--- config.mk ---
export PLATFORM = sky130hd
export DESIGN_NAME = ctl_test_seq
export DESIGN_NICKNAME = d
export VERILOG_FILES = /design/src/rtl/tseq_pkg.sv /design/src/rtl/tseq_table.sv /design/src/rtl/tseq_engine.sv /design/src/rtl/tseq_drive.sv /design/src/rtl/ctl_test_seq.sv
export SDC_FILE = /design/constraint.sdc
export NUM_CORES = 1
export LEC_CHECK = 0
export ABC_CLOCK_PERIOD_IN_PS = 4700
export BUFFER_PORTS_ARGS = -buffer_cell sky130_fd_sc_hd__buf_2
export CORE_MARGIN = 1.5
export CORE_UTILIZATION = 45
export CTS_CLUSTER_SIZE = 10
export DETAILED_ROUTE_END_ITERATION = 8
export PLACE_DENSITY = 0.72
export SETUP_SLACK_MARGIN = 0.5
export SLEW_MARGIN = 5
export SYNTH_ARGS = -nofsm -noshare
export SYNTH_HDL_FRONTEND = slang
export SYNTH_SLANG_ARGS = --single-unit
--- constraint.sdc ---
create_clock -name clk_i -period 4.7 [get_ports clk_i]
set_clock_uncertainty 0.15 [all_clocks]
set_input_delay 0.705 -clock clk_i [delete_from_list [all_inputs] [get_ports clk_i]]
set_output_delay 0.705 -clock clk_i [all_outputs]
set_load 0.02 [all_outputs]
--- src/rtl/tseq_pkg.sv ---
package tseq_pkg;
  typedef enum logic [1:0] {
    OP_END    = 2'b00,
    OP_TRANS  = 2'b01,
    OP_APPLY  = 2'b10,
    OP_INJECT = 2'b11
  } op_e;

  typedef enum logic [2:0] {
    CY_PARK, CY_RST, CY_TRANS, CY_HOLD, CY_APPLY, CY_INJECT
  } cyc_e;

  typedef enum logic [2:0] {
    ST_IDLE, ST_RSTV, ST_RUNV, ST_RUNI, ST_DONE
  } st_e;
endpackage

--- src/rtl/tseq_table.sv ---
module tseq_table
  import tseq_pkg::*;
#(
  parameter int DEPTH = 8,
  parameter int PI_W  = 4,
  parameter int EW    = PI_W + 2,
  parameter int PTR_W = $clog2(DEPTH + 1),
  parameter logic [DEPTH*EW-1:0] TABLE = '0
) (
  input  logic [PTR_W-1:0] ptr_i,
  output op_e              op_o,
  output logic [PI_W-1:0]  vec_o
);
  localparam int IDX_W = (DEPTH > 1) ? $clog2(DEPTH) : 1;
  localparam logic [PTR_W-1:0] PTR_END = PTR_W'(DEPTH);

  logic [EW-1:0] ent [DEPTH];

  for (genvar g = 0; g < DEPTH; g++) begin : g_ent
    assign ent[g] = TABLE[g*EW +: EW];
  end

  logic [IDX_W-1:0] idx;
  assign idx = IDX_W'(ptr_i);

  always_comb begin
    op_o  = OP_END;
    vec_o = '0;
    if (ptr_i < PTR_END) begin  // past the end reads as end
      op_o  = op_e'(ent[idx][EW-1 -: 2]);
      vec_o = ent[idx][PI_W-1:0];
    end
  end
endmodule

--- src/rtl/tseq_engine.sv ---
module tseq_engine
  import tseq_pkg::*;
#(
  parameter int DEPTH = 8,
  parameter int PTR_W = $clog2(DEPTH + 1)
) (
  input  logic             clk_i,
  input  logic             rst_ni,
  input  logic             start_i,
  input  op_e              op_i,
  output logic [PTR_W-1:0] ptr_o,
  output cyc_e             cyc_o,
  output logic             done_o
);
  localparam logic [PTR_W-1:0] PTR_END = PTR_W'(DEPTH);

  st_e              st_q, st_d;
  logic [PTR_W-1:0] ptr_q, ptr_d, ptr_inc;
  logic             last_q, last_d;  // previous cycle applied a pattern

  assign ptr_inc = (ptr_q == PTR_END) ? ptr_q : ptr_q + 1'b1;

  always_comb begin
    st_d   = st_q;
    ptr_d  = ptr_q;
    last_d = last_q;
    cyc_o  = CY_PARK;
    unique case (st_q)
      ST_IDLE, ST_DONE: begin
        if (start_i) begin
          st_d   = ST_RSTV;
          ptr_d  = '0;
          last_d = 1'b0;
        end
      end
      ST_RSTV: begin
        cyc_o = CY_RST;
        st_d  = ST_RUNV;
      end
      ST_RUNV, ST_RUNI: begin
        unique case (op_i)
          OP_END: begin
            last_d = 1'b0;
            if (st_q == ST_RUNV) begin
              cyc_o = CY_RST;  // phase boundary is the second-phase reset
              st_d  = ST_RUNI;
              ptr_d = ptr_inc;
            end else begin
              st_d = ST_DONE;
            end
          end
          OP_TRANS: begin
            if (last_q) begin
              cyc_o  = CY_HOLD;  // keep tested state one more cycle
              last_d = 1'b0;
            end else begin
              cyc_o = CY_TRANS;
              ptr_d = ptr_inc;
            end
          end
          OP_APPLY: begin
            cyc_o  = CY_APPLY;
            ptr_d  = ptr_inc;
            last_d = 1'b1;
          end
          OP_INJECT: begin
            cyc_o  = CY_INJECT;
            ptr_d  = ptr_inc;
            last_d = 1'b0;
          end
          default: ;
        endcase
      end
      default: st_d = ST_IDLE;
    endcase
  end

  always_ff @(posedge clk_i or negedge rst_ni) begin
    if (!rst_ni) begin
      st_q   <= ST_IDLE;
      ptr_q  <= '0;
      last_q <= 1'b0;
    end else begin
      st_q   <= st_d;
      ptr_q  <= ptr_d;
      last_q <= last_d;
    end
  end

  assign ptr_o  = ptr_q;
  assign done_o = (st_q == ST_DONE);

  p_ptr_bound_r11: assert property (@(posedge clk_i) disable iff (!rst_ni)
    ptr_q <= PTR_END);

  p_start_ignored_r10: assert property (@(posedge clk_i) disable iff (!rst_ni)
    (((st_q == ST_RUNV) || (st_q == ST_RUNI)) && start_i) |=> (st_q != ST_RSTV));

  p_done_sticky_r9: assert property (@(posedge clk_i) disable iff (!rst_ni)
    (done_o && !start_i) |=> done_o);
endmodule

--- src/rtl/tseq_drive.sv ---
module tseq_drive
  import tseq_pkg::*;
#(
  parameter int PI_W = 4
) (
  input  cyc_e            cyc_i,
  input  logic [PI_W-1:0] vec_i,
  output logic            ctl_rst_o,
  output logic            mode_o,
  output logic            hold_o,
  output logic            cmp_en_o,
  output logic [PI_W-1:0] pi_o,
  output logic            load_o
);
  always_comb begin
    ctl_rst_o = 1'b0;
    mode_o    = 1'b0;
    hold_o    = 1'b0;
    cmp_en_o  = 1'b0;
    pi_o      = '0;
    unique case (cyc_i)
      CY_RST:    ctl_rst_o = 1'b1;
      CY_TRANS:  pi_o = vec_i;
      CY_HOLD: begin
        hold_o = 1'b1;
        pi_o   = vec_i;
      end
      CY_APPLY: begin
        hold_o   = 1'b1;
        cmp_en_o = 1'b1;
        pi_o     = vec_i;
      end
      CY_INJECT: begin
        mode_o = 1'b1;
        pi_o   = vec_i;
      end
      default: ;
    endcase
  end

  assign load_o = (cyc_i == CY_TRANS);
endmodule

--- src/rtl/ctl_test_seq.sv ---
module ctl_test_seq
  import tseq_pkg::*;
#(
  parameter int DEPTH = 8,
  parameter int PI_W  = 4,
  parameter logic [DEPTH*(PI_W+2)-1:0] TABLE = {
    6'b10_1001, 6'b11_0000, 6'b00_0000, 6'b10_0110,
    6'b01_0101, 6'b10_0010, 6'b10_0001, 6'b01_0011
  }
) (
  input  logic            clk_i,
  input  logic            rst_ni,
  input  logic            start_i,
  output logic            ctl_rst_o,
  output logic            mode_o,
  output logic            hold_o,
  output logic [PI_W-1:0] pi_o,
  output logic            cmp_en_o,
  output logic            done_o
);
  localparam int EW    = PI_W + 2;
  localparam int PTR_W = $clog2(DEPTH + 1);

  logic [PTR_W-1:0] ptr;
  op_e              op;
  logic [PI_W-1:0]  vec;
  cyc_e             cyc;
  logic             load;

  tseq_table #(
    .DEPTH(DEPTH), .PI_W(PI_W), .EW(EW), .PTR_W(PTR_W), .TABLE(TABLE)
  ) u_table (
    .ptr_i(ptr), .op_o(op), .vec_o(vec)
  );

  tseq_engine #(.DEPTH(DEPTH), .PTR_W(PTR_W)) u_engine (
    .clk_i(clk_i), .rst_ni(rst_ni), .start_i(start_i), .op_i(op),
    .ptr_o(ptr), .cyc_o(cyc), .done_o(done_o)
  );

  tseq_drive #(.PI_W(PI_W)) u_drive (
    .cyc_i(cyc), .vec_i(vec), .ctl_rst_o(ctl_rst_o), .mode_o(mode_o),
    .hold_o(hold_o), .cmp_en_o(cmp_en_o), .pi_o(pi_o), .load_o(load)
  );

  p_hold_before_load_r5: assert property (@(posedge clk_i) disable iff (!rst_ni)
    cmp_en_o |=> !load);

  p_rst_single_r2: assert property (@(posedge clk_i) disable iff (!rst_ni)
    ctl_rst_o |=> !ctl_rst_o);

  p_done_exit_r9: assert property (@(posedge clk_i) disable iff (!rst_ni)
    (done_o && start_i) |=> (ctl_rst_o && !done_o));

  p_done_parked_r9: assert property (@(posedge clk_i) disable iff (!rst_ni)
    done_o |-> !(hold_o || mode_o || cmp_en_o || ctl_rst_o));
endmodule

# After elaboration in Yosys (flattened, before gate mapping)
# Memory sizes are Yosys's and may differ from the RTL's.
# Index checks and enable logic that the tools add are counted.
[totals]
reg_bits = 8
romBits = 48
input_bits = 3
out_inout_bits = 9
elab_cells = 63
memories = 1
[memory_table]
columns = ["name", "depth", "word_bits", "read_ports", "rd_clocked_by_memory_dff", "wr", "line_no", "text"]
rows = [
  ["(name not given)", 8, 6, 1, 0, 0, "tseq_table.sv:30", "op_o = op_e'(ent[idx][EW-1 -: 2]);"],
]
[classes]
addsub = 1
order_cmp = 2
n_eq_ne = 17
muxes = 26
bitwise = 1
n_reduce_logical = 12
[ops]
columns = ["op", "n"]
rows = [
  ["4-bit 2-to-1 mux", 6],
  ["3-bit by 2-bit == test with 1-bit output, second input constant", 4],
  ["6-bit 2-to-1 mux", 2],
  ["3-bit one-hot mux with 4 select lines", 1],
  ["4-bit one-hot mux with 3 select lines", 1],
  ["3-bit == test, second input constant", 3],
  ["3-bit 2-to-1 mux", 3],
  ["3-bit one-hot mux with 3 select lines", 1],
  ["4-bit one-hot mux with 2 select lines", 1],
  ["2-bit OR reduction", 4],
  ["1-bit 2-to-1 mux", 7],
  ["3-bit by 1-bit == test with 1-bit output, second input constant", 2],
  ["3-bit one-hot mux with 2 select lines", 1],
  ["4-bit by 1-bit adder with 4-bit output, second input constant", 1],
  ["2-bit == test, second input constant", 2],
  ["4-bit == test, second input constant", 1],
  ["4-bit greater-or-equal comparator, second input constant", 1],
  ["4-bit less-than comparator, second input constant", 1],
  ["2-bit inequality test, second input constant", 2],
  ["3-bit inverter with 4-bit output", 1],
  ["1-bit one-hot mux with 2 select lines", 2],
  ["2-bit AND reduction", 2],
  ["4-bit AND reduction", 1],
  ["4-bit OR reduction", 1],
  ["8 further kinds", 8],
]

# Logic depth before layout (Yosys ltp)
# Gate-level depths: netlist of the first run.
[depth]
word_depth = 11
ltp_mapped = 6
mapped_depth_nobuf = 6

# Cells and area by module
# From an unflattened synthesis of the first run, not the netlist that was laid out.
[hier_totals]
cells_unflattened = 93
area_unflattened_um2 = 747.0
[modules_own_cells]
columns = ["mod", "instances", "cells_per_inst", "area_per_inst_um2", "seq_area_each_um2"]
rows = [
  ["tseq_engine", 1, 59, 514.2, 200.2],
  ["tseq_table", 1, 21, 156.4, 0.0],
  ["tseq_drive", 1, 13, 76.3, 0.0],
]

# Least setup slack after synthesis of the first run
# OpenSTA, ideal clock, no wires.
[synth_path]
kind = "register to output"
start = "register u_engine.ptr_q[0] (netlist: u_engine.ptr_o[0])"
end = "output hold_o"
arrival_ns = 1.784
required_ns = 3.845
setup_slack_ns = 2.061
path_stages_with_launch = 7
path_buffers = 0
path_cell_list = "dfrtp_1 -> inv_1 -> ha_1 -> or3_4 -> a21oi_2 -> o2111ai_1 -> o21ai_1"
[synth_between]
elab_chain_len = 11
word_cells_on_any_way = 16
classes_between = "order compare: 1; eq/ne: 5; mux: 6; bitwise: 1; reduce/logical: 2; memory: 1"
[synth_rtl]
columns = ["element", "line_no", "text"]
rows = [
  ["start, declared", "tseq_engine.sv:18", "logic [PTR_W-1:0] ptr_q, ptr_d, ptr_inc;"],
  ["start signal, assigned", "tseq_engine.sv:85", "ptr_q <= ptr_d;"],
  ["3-bit inverter with 4-bit output (implied by the code)", "tseq_table.sv:30", ""],
  ["memory read 8 x 6 bit", "-", ""],
  ["6-bit 2-to-1 mux (implied by the code) (2 in series)", "tseq_table.sv:30", ""],
  ["2-bit 2-to-1 mux *", "tseq_table.sv:29", "if (ptr_i < PTR_END) begin"],
  ["2-bit == test, or another cell as far along", "tseq_engine.sv:41", "unique case (op_i)"],
  ["3-bit one-hot mux with 4 select lines *", "tseq_engine.sv:41", ""],
  ["3-bit one-hot mux with 2 select lines *", "tseq_engine.sv:28", "unique case (st_q)"],
  ["3-bit by 2-bit == test with 1-bit output or 3-bit == test (tied branches)", "tseq_drive.sv:21", "unique case (cyc_i)"],
  ["2-bit OR reduction (no line) *", "-", ""],
  ["1-bit 2-to-1 mux *", "tseq_drive.sv:21", ""],
  ["end, declared", "ctl_test_seq.sv:16", "output logic hold_o,"],
]
# Every way passes the cells marked *; elsewhere a longest branch is shown, timed or not. The select of a mux whose other input is x is not followed.

# Final worst setup path of the first run
# Same ends and word-level chain as after synthesis.

==> results.json, run 1 <==
{
  "status": "finished clean",
  "fp.dieW_microns": 42.7,
  "grt_max_degree": 15,
  "dp_cells": 106,
  "fin_setup_tns_ns": 0,
  "rsz0062_at_grt": "no",
  "maxSlewViolCount": 0,
  "instances_no_fill": 109,
  "cts_num_sinks": 8,
  "critical_path_required_ns": 3.85,
  "core-area_sq_mm": 0.00149,
  "post_cts_buffers": 0,
  "wire_per_inst_microns": 14.6,
  "cts_max_path_buffers": 2,
  "die_h_microns": 42.7,
  "crit_chain": "inv_1, ha_1, or3_4, a21oi_2, o2111ai_1, o21ai_1, buf_2",
  "tritoncts": "done",
  "initial_core_util": 0.476,
  "slowest_delay_ns": 0.42,
  "maxSlewHeadroom": 0.699,
  "crit_path_max_fanout": 5,
  "cts_inserted_buffers": 3,
  "crit_arrival_ns": 2.31,
  "fillers": 130,
  "grt_usage": 0.197,
  "rr_startpoint": "u_engine.ptr_o[0]$_DFFE_PN0P_",
  "wl_microns": 1590,
  "drc_errors": 0,
  "antenna_found_initial": 0,
  "avgSynthCellArea_sq_um": 8.65,
  "syn2layout_area_growth_pct": 10.9,
  "fin_util": 0.529,
  "grt.overflow.total": 0,
  "end_kind": "output port",
  "crit_slowest_cell": "dfrtp_1",
  "tightest_slew_ns": 0.451,
  "synth-seq-cells": 8,
  "drtIter0Drc": 27,
  "num_vias": 658,
  "path_clk_slew_ns": 0.06,
  "finalCriticalPeriod_ns": 3.17,
  "rr_worst_depth": 6,
  "worst_r2r_endpoint": "u_engine.last_q$_DFFE_PN0P_",
  "cts-root-buf": "clkbuf_4",
  "yosysSeqAreaShare": 0.282,
  "htreeDepth": 1,
  "crit_buf_inv": 2,
  "n_antenna_cell": 0,
  "grt_pass1_vias": 567,
  "critical_path.startpoint_type": "flip-flop",
  "ant_nets": 0,
  "crit_type": "reg2out",
  "drive_gt1_frac": 0.226,
  "cp_top_family": "compound AO/OA/AOI/OAI gates",
  "gp_congestion": 0.902,
  "fmax_ghz": 0.316,
  "post-route-period-util": 0.674,
  "ys_warn_count": 0,
  "layout.nets": 103,
  "cts_resized": 0,
  "synth_nets": 90,
  "netlist_area_sq_um": 709,
  "holdBufCountCts": 0,
  "grt_pass1_wl_microns": 2640,
  "clock_latency_ns": 0.25,
  "hpwl_microns": 1200,
  "std_cell_rows": 14,
  "setup_viol_count_final": 0,
  "synth.distinct_cells": 34,
  "dr.pass1.iters": 4,
  "dieArea_sq_mm": 0.00182,
  "r2r_setup_slack_ns": 2.61,
  "via_per_inst": 6.04,
  "hold_class": "in2async",
  "maxCapViolations": 0,
  "io_pins": 12,
  "io_buffers": 11,
  "hold_viol": 0,
  "synth_cells": 82
}
==> layer usage <==
metal / wire [microns] / track usage
met1: 759 / 0.288
met4: 25 / 0.113
met2: 738 / 0.285
met3: 68 / 0.0128
met5: 0 / 0
==> metrics by stage <==
stage	hold WS, ns	setup WS, ns	cell area, sq um
2_1_floorplan	0.259	2.06	709
4_1_cts	0.136	1.56	787
3_5_place_dp	0.335	1.85	764
3_3_place_gp	0.331	1.94	764
5_1_grt	0.148	1.43	787
6_report	0.136	1.53	787
==> logic make-up after synthesis <==
kind of cell	after synthesis	share of synthesized area
AND/OR/NAND/NOR	33	0.252
AO/OA/AOI/OAI	23	0.279
flip-flops	8	0.282
multiplexers	2	0.0282
buffers and inverters	11	0.0705
adder cells (fa/ha/maj)	5	0.0882
==> cells in the final DEF, fill, tap and decap left out, drive strengths merged, types with 3 or more instances in the layout <==
cell type   n
buf        11
dfrtp       8
nor2        6
a21oi       3
o311ai      3
inv         8
clkbuf      3
nand4       3
o211ai      3
nand2       9
ha          5
o21ai       4
nor2b       5
==> registers in the layout (all words and copies together) (netlist names) <==
name,count
u_engine.st_q,3
u_engine.last_q,1
u_engine.ptr_o,4
==> Yosys cell counts, drive strengths merged <==
cell type | n | area share
a211oi | 1 | 0.011
a21bo | 1 | 0.023
a21oi | 3 | 0.026
a311oi | 2 | 0.025
a31oi | 1 | 0.0088
and3b | 1 | 0.014
buf | 2 | 0.023
clkbuf | 1 | 0.0053
dfrtp | 8 | 0.28
ha | 5 | 0.088
inv | 8 | 0.042
mux2i | 2 | 0.028
nand2 | 9 | 0.048
nand2b | 2 | 0.018
nand3 | 2 | 0.014
nand4 | 3 | 0.026
nand4b | 1 | 0.012
nor2 | 6 | 0.032
nor2b | 5 | 0.044
nor3 | 1 | 0.0070
nor4b | 1 | 0.012
o2111ai | 1 | 0.012
o211a | 1 | 0.014
o211ai | 3 | 0.032
o21a | 1 | 0.011
o21ai | 4 | 0.028
o22ai | 1 | 0.0088
o311ai | 3 | 0.069
o31ai | 1 | 0.011
or3 | 2 | 0.025
==> cell type report <==
class | count | area, sq um | share of cell area
multi-input cells | 63 | 459 | 0.583
flip-flops and latches | 8 | 200 | 0.254
repair buffers | 11 | 55.1 | 0.0700
inverters | 8 | 30.0 | 0.0382
clock buffers | 3 | 22.5 | 0.0286
well taps | 16 | 20.0 | 0.0254
==> how the worst max path moves through the flow <==
stage	end	start	slack [ns]	cells after the start
5_1_grt	hold_o	u_engine.ptr_o[0]$_DFFE_PN0P_	1.43	7
6_report	hold_o	u_engine.ptr_o[0]$_DFFE_PN0P_	1.53	7
3_3_place_gp	hold_o	u_engine.ptr_o[0]$_DFFE_PN0P_	1.94	7
2_1_floorplan	hold_o	u_engine.ptr_o[0]$_DFFE_PN0P_	2.06	6
4_1_cts	hold_o	u_engine.ptr_o[0]$_DFFE_PN0P_	1.56	7
3_5_place_dp	hold_o	u_engine.ptr_o[0]$_DFFE_PN0P_	1.85	7
Power of run 1 is not shown: default switching activity piles up to over one toggle a cycle in this logic, so the estimate is an artifact.
==> inputs of run 2 (changes only) <==
Settings changed: ABC_CLOCK_PERIOD_IN_PS 4700 to 3200.
Clock period 4.7 ns to 3.2 ns, I/O delays scaled along.
==> run 2 against run 1 <==
Net effect:
- worst hold slack improved by 0.14 ns
- design area increased by 10%
- first-iteration DRC count decreased by 30%
- critical path depth unchanged
- setup slack got worse by 0.96 ns
- cell count increased by 5.5%
- register-to-register slack got worse by 1.3 ns
- routed wire length increased by 10%
- global-route usage decreased by 0.71 points
- highest routed layer unchanged
- die area unchanged
- sequential share of layout area decreased by 2.3 points
==> results.json, run 2 (synthesis gave the netlist of run 1 again) <==
{
  "status": "finished clean",
  "crit_type": "reg2out",
  "hold_viol": 0,
  "drtIter0Drc": 19,
  "dr.pass1.iters": 4,
  "cts-root-buf": "clkbuf_4",
  "die_h_microns": 42.7,
  "grt_pass1_wl_microns": 2590,
  "n_antenna_cell": 0,
  "rsz0062_at_grt": "yes",
  "drc_errors": 0,
  "largest_register_ffs": 4,
  "path_clk_slew_ns": 0.06,
  "crit_path_max_fanout": 3,
  "tightest_slew_ns": 0.462,
  "ant_nets": 0,
  "fmax_ghz": 0.381,
  "critical_path.startpoint_type": "flip-flop",
  "post-route-period-util": 0.820,
  "hold_class": "in2reg",
  "finalCriticalPeriod_ns": 2.62,
  "rr_worst_depth": 6,
  "final_common_cell": "buf_2",
  "fin_util": 0.582,
  "io_buffers": 11,
  "wl_microns": 1760,
  "io_pins": 12,
  "clock_latency_ns": 0.26,
  "grt_usage": 0.190,
  "endpoint": "ctl_rst_o",
  "maxCapViolations": 0,
  "layout.nets": 109,
  "fin_setup_tns_ns": 0,
  "dieArea_sq_mm": 0.00182,
  "drive_gt1_frac": 0.313,
  "cts_max_path_buffers": 2,
  "r2r_setup_slack_ns": 1.26,
  "cts_num_sinks": 8,
  "end_kind": "output port",
  "gp_congestion": 0.903,
  "setup_viol_count_final": 0,
  "fp.dieW_microns": 42.7,
  "startpoint": "u_engine.ptr_o[0]$_DFFE_PN0P_",
  "core-area_sq_mm": 0.00149,
  "grt_pass1_vias": 573,
  "num_vias": 702,
  "htreeDepth": 1,
  "grt.overflow.total": 0,
  "grt_max_degree": 15,
  "cts_inserted_buffers": 3,
  "hpwl_microns": 1140,
  "std_cell_rows": 14,
  "antenna_found_initial": 0,
  "crit_slowest_cell": "or3_4",
  "slowest_delay_ns": 0.40,
  "tritoncts": "done",
  "maxSlewViolCount": 0,
  "worst_r2r_endpoint": "u_engine.ptr_o[3]$_DFFE_PN0P_",
  "layout_common_cells": "11 x buf_2, 9 x nand2_1, 8 x dfrtp_1",
  "rr_startpoint": "u_engine.ptr_o[0]$_DFFE_PN0P_",
  "initial_core_util": 0.476,
  "critical_path_required_ns": 2.57,
  "crit_arrival_ns": 1.99,
  "maxSlewHeadroom": 0.692,
  "via_per_inst": 6.10,
  "syn2layout_area_growth_pct": 22.0,
  "crit_chain": "inv_2, ha_4, or3_4, a21oi_4, a311oi_1, o211a_1, buf_2",
  "wire_per_inst_microns": 15.3
}
==> run 2: final cells by class <==
type	instances	area, sq um
Sequential cell	8	200
Tap cell	16	20.0
Clock buffer	3	22.5
Timing Repair Buffer	17	103
Fill cell	128	623
Multi-Input combinational cell	63	490
Inverter	8	30.0
==> run 2: worst max-delay path, delay by kind of cell, from the launching register on <==
family	cells	cell delay [ns]
simple gates	1	0.40
flops	1	0.38
buf+inv	2	0.25
compound gates	3	0.49
fa+ha+maj	1	0.21
==> run 2: metal layers <==
metal / vias to the layer above / wire length, microns / GRT usage / share of wire
li1: 338 / - / - / -
met1: 331 / 764 / 0.277 / 0.43
met2: 28 / 847 / 0.270 / 0.48
met3: 5 / 110 / 0.0170 / 0.063
met4: 0 / 35 / 0.113 / 0.020
met5: - / 0 / 0 / 0
==> run 2: how the worst min path moves through the flow <==
stage | slack, ns | cells after the start | startpoint | endpoint
floorplan | 0.03 | 0 | rst_ni | u_engine.last_q$_DFFE_PN0P_
global placement | 0.18 | 1 | rst_ni | u_engine.ptr_o[1]$_DFFE_PN0P_
detailed placement | 0.19 | 1 | rst_ni | u_engine.ptr_o[1]$_DFFE_PN0P_
CTS | 0.27 | 2 | start_i | u_engine.st_q[2]$_DFFE_PN0P_
global route | 0.28 | 2 | start_i | u_engine.st_q[2]$_DFFE_PN0P_
finish | 0.28 | 2 | start_i | u_engine.st_q[2]$_DFFE_PN0P_
==> run 2: repair_timing <==
action                                  in CTS  in global routing
buffers inserted                             2                  3
pin swaps                                    0                  2
gates resized for setup                      3                  3
endpoints found under the setup margin       4                  5
hold endpoints to repair                     8                  0
hold buffers                                 1                  0
==> run 2: metrics by stage <==
step           setup slack (ns)  hold WS [ns]  area (sq um)  cells
2_1_floorplan             0.786        0.0344           709     82
6_report                  0.576         0.278           866    115
5_1_grt                   0.491         0.278           866    115
3_3_place_gp              0.667         0.183           764    106
4_1_cts                   0.509         0.269           818    112
3_5_place_dp              0.636         0.189           764    106
Power of run 2 is left out for the same reason.
==> inputs of run 3 (changes only) <==
Settings changed: ABC_CLOCK_PERIOD_IN_PS 3200 to 2200, PLACE_DENSITY 0.72 to 0.75.
Clock period 3.2 ns to 2.2 ns, I/O delays scaled along.
==> run 3 against run 2 <==
Net effect:
- the run now ends with negative setup slack left
- sequential share of layout area shrank 4.9 points
- register-to-register slack worse by 0.98 ns
- first-iteration DRC count up 26%
- design area rose by 29%
- worst hold slack got worse by 0.13 ns
- non-clock buffer count rose by 10
- critical path depth did not move
- die area unchanged
- core utilization increased by 17 points
- critical endpoint unchanged
==> results.json, run 3 (synthesis gave the netlist of run 1 again) <==
{
  "fmax_ghz": 0.411,
  "fp.dieW_microns": 42.7,
  "violations": "negative setup slack",
  "maxSlewHeadroom": 0.721,
  "cp_top_family": "compound AO/OA/AOI/OAI gates",
  "busiest_layer": "met2",
  "critical_path.startpoint_type": "flip-flop",
  "n_antenna_cell": 0,
  "multiInputGateArea_sq_um": 614,
  "std_cell_rows": 14,
  "cts_max_path_buffers": 2,
  "die_h_microns": 42.7,
  "ant_nets": 0,
  "dr.pass1.iters": 6,
  "rsz0062_at_grt": "yes",
  "crit_path_max_fanout": 3,
  "use_met1": 0.318,
  "tightest_slew_ns": 0.416,
  "fin_util": 0.749,
  "end_kind": "output port",
  "grt_max_degree": 12,
  "syn2layout_area_growth_pct": 57.1,
  "largest_register_ffs": 4,
  "status": "finished with violations",
  "setup_viol_count_final": 8,
  "maxCapViolations": 0,
  "cts-root-buf": "clkbuf_4",
  "ff_latch_area_sq_um": 203,
  "cts_inserted_buffers": 3,
  "hold_class": "in2reg",
  "io_buffers": 11,
  "crit_type": "reg2out",
  "use_met2": 0.400,
  "hold_viol": 0,
  "critical_path_required_ns": 1.72,
  "grt.overflow.total": 0,
  "num_vias": 737,
  "tritoncts": "done",
  "final_common_cell": "buf_4",
  "grt_pass1_vias": 734,
  "wl_microns": 2020,
  "crit_chain": "inv_2, ha_4, or3_4, a21oi_4, a311oi_2, o211a_1, buf_6",
  "layout_common_cells": "18 x buf_4, 8 x nand2_1, 6 x dfrtp_1",
  "drtIter0Drc": 24,
  "crit_arrival_ns": 1.95,
  "clock_latency_ns": 0.25,
  "crit_buf_inv": 2,
  "slowest_delay_ns": 0.38,
  "via_per_inst": 5.90,
  "grt_usage": 0.241,
  "finalCriticalPeriod_ns": 2.43,
  "io_pins": 12,
  "drive_gt1_frac": 0.560,
  "core-area_sq_mm": 0.00149,
  "dieArea_sq_mm": 0.00182,
  "post-route-period-util": 1.11,
  "layout.nets": 119,
  "hpwl_microns": 1350,
  "maxSlewViolCount": 0,
  "initial_core_util": 0.476,
  "layout_setup_ws_ns": -0.232,
  "drc_errors": 0,
  "fillers": 95,
  "grt_pass1_wl_microns": 3290,
  "gp_congestion": 0.859,
  "htreeDepth": 1,
  "cts_num_sinks": 8,
  "wire_per_inst_microns": 16.1,
  "met3_usage": 0.0170,
  "antenna_found_initial": 0,
  "path_clk_slew_ns": 0.06,
  "crit_slowest_cell": "dfrtp_1"
}
## run 3: cell count changes in the layout (fill, tap and decap cells not counted), moves of 2 or more
cell,before,now
buf_4,5,18
buf_2,11,3
buf_6,0,4
nor2_1,6,2
nor2_4,0,4
o21ai_1,3,0
dfrtp_1,8,6
dfrtp_2,0,2
ha_1,4,2
o21ai_2,0,2
## run 3: what timing repair did
item / in CTS / in global routing
hold buffers: 1 / 0
resized for setup: 22 / 7
buffers inserted: 4 / 1
gates cloned: 0 / 0
setup endpoints to repair: 16 / 17
pin swaps: 7 / 3
hold endpoints to repair: 8 / 0
## run 3: routing by layer
metal	up-vias	part of all wire
met1	355	0.45
met5	-	0
met4	0	0.0040
met2	23	0.52
li1	357	-
met3	2	0.033
## run 3: path summary, 6_finish.rpt
kind                                               start                       endpoint  slack (ns)  cells past startpoint
hold / removal                                   start_i   u_engine.st_q[2]$_DFFE_PN0P_        0.15                      2
setup / recovery           u_engine.ptr_o[1]$_DFFE_PN0P_                      ctl_rst_o       -0.23                      7
setup reg to reg           u_engine.ptr_o[0]$_DFFE_PN0P_  u_engine.ptr_o[0]$_DFFE_PN0P_        0.28                      7
max in group asynchronous                         rst_ni   u_engine.st_q[1]$_DFFE_PN0P_        1.41                      2
hold reg to reg             u_engine.st_q[2]$_DFFE_PN0P_   u_engine.st_q[1]$_DFFE_PN0P_        0.35                      1
min in group asynchronous                         rst_ni  u_engine.ptr_o[0]$_DFFE_PN0P_        0.30                      2
## run 3: metrics by stage
stage,area [sq um],hold slack [ns],std cells,setup WS [ns],setup TNS (ns)
CTS,1090,0.135,124,-0.233,-1.43
finish,1110,0.149,125,-0.232,-1.23
global placement,915,0.0351,116,0.0109,0
floorplan,785,-0.116,82,0.0772,0
detailed placement,915,0.0356,116,-0.0191,-0.0288
global route,1110,0.153,125,-0.288,-1.80
## run 3: area by class of cell
cell class	count	area share
Inverter	8	0.0269
Clock buffer	3	0.0202
Sequential cell	8	0.182
Timing Repair Buffer	27	0.202
Multi-Input combinational cell	63	0.551
Tap cell	16	0.0180
Power of run 3 is left out for the same reason.
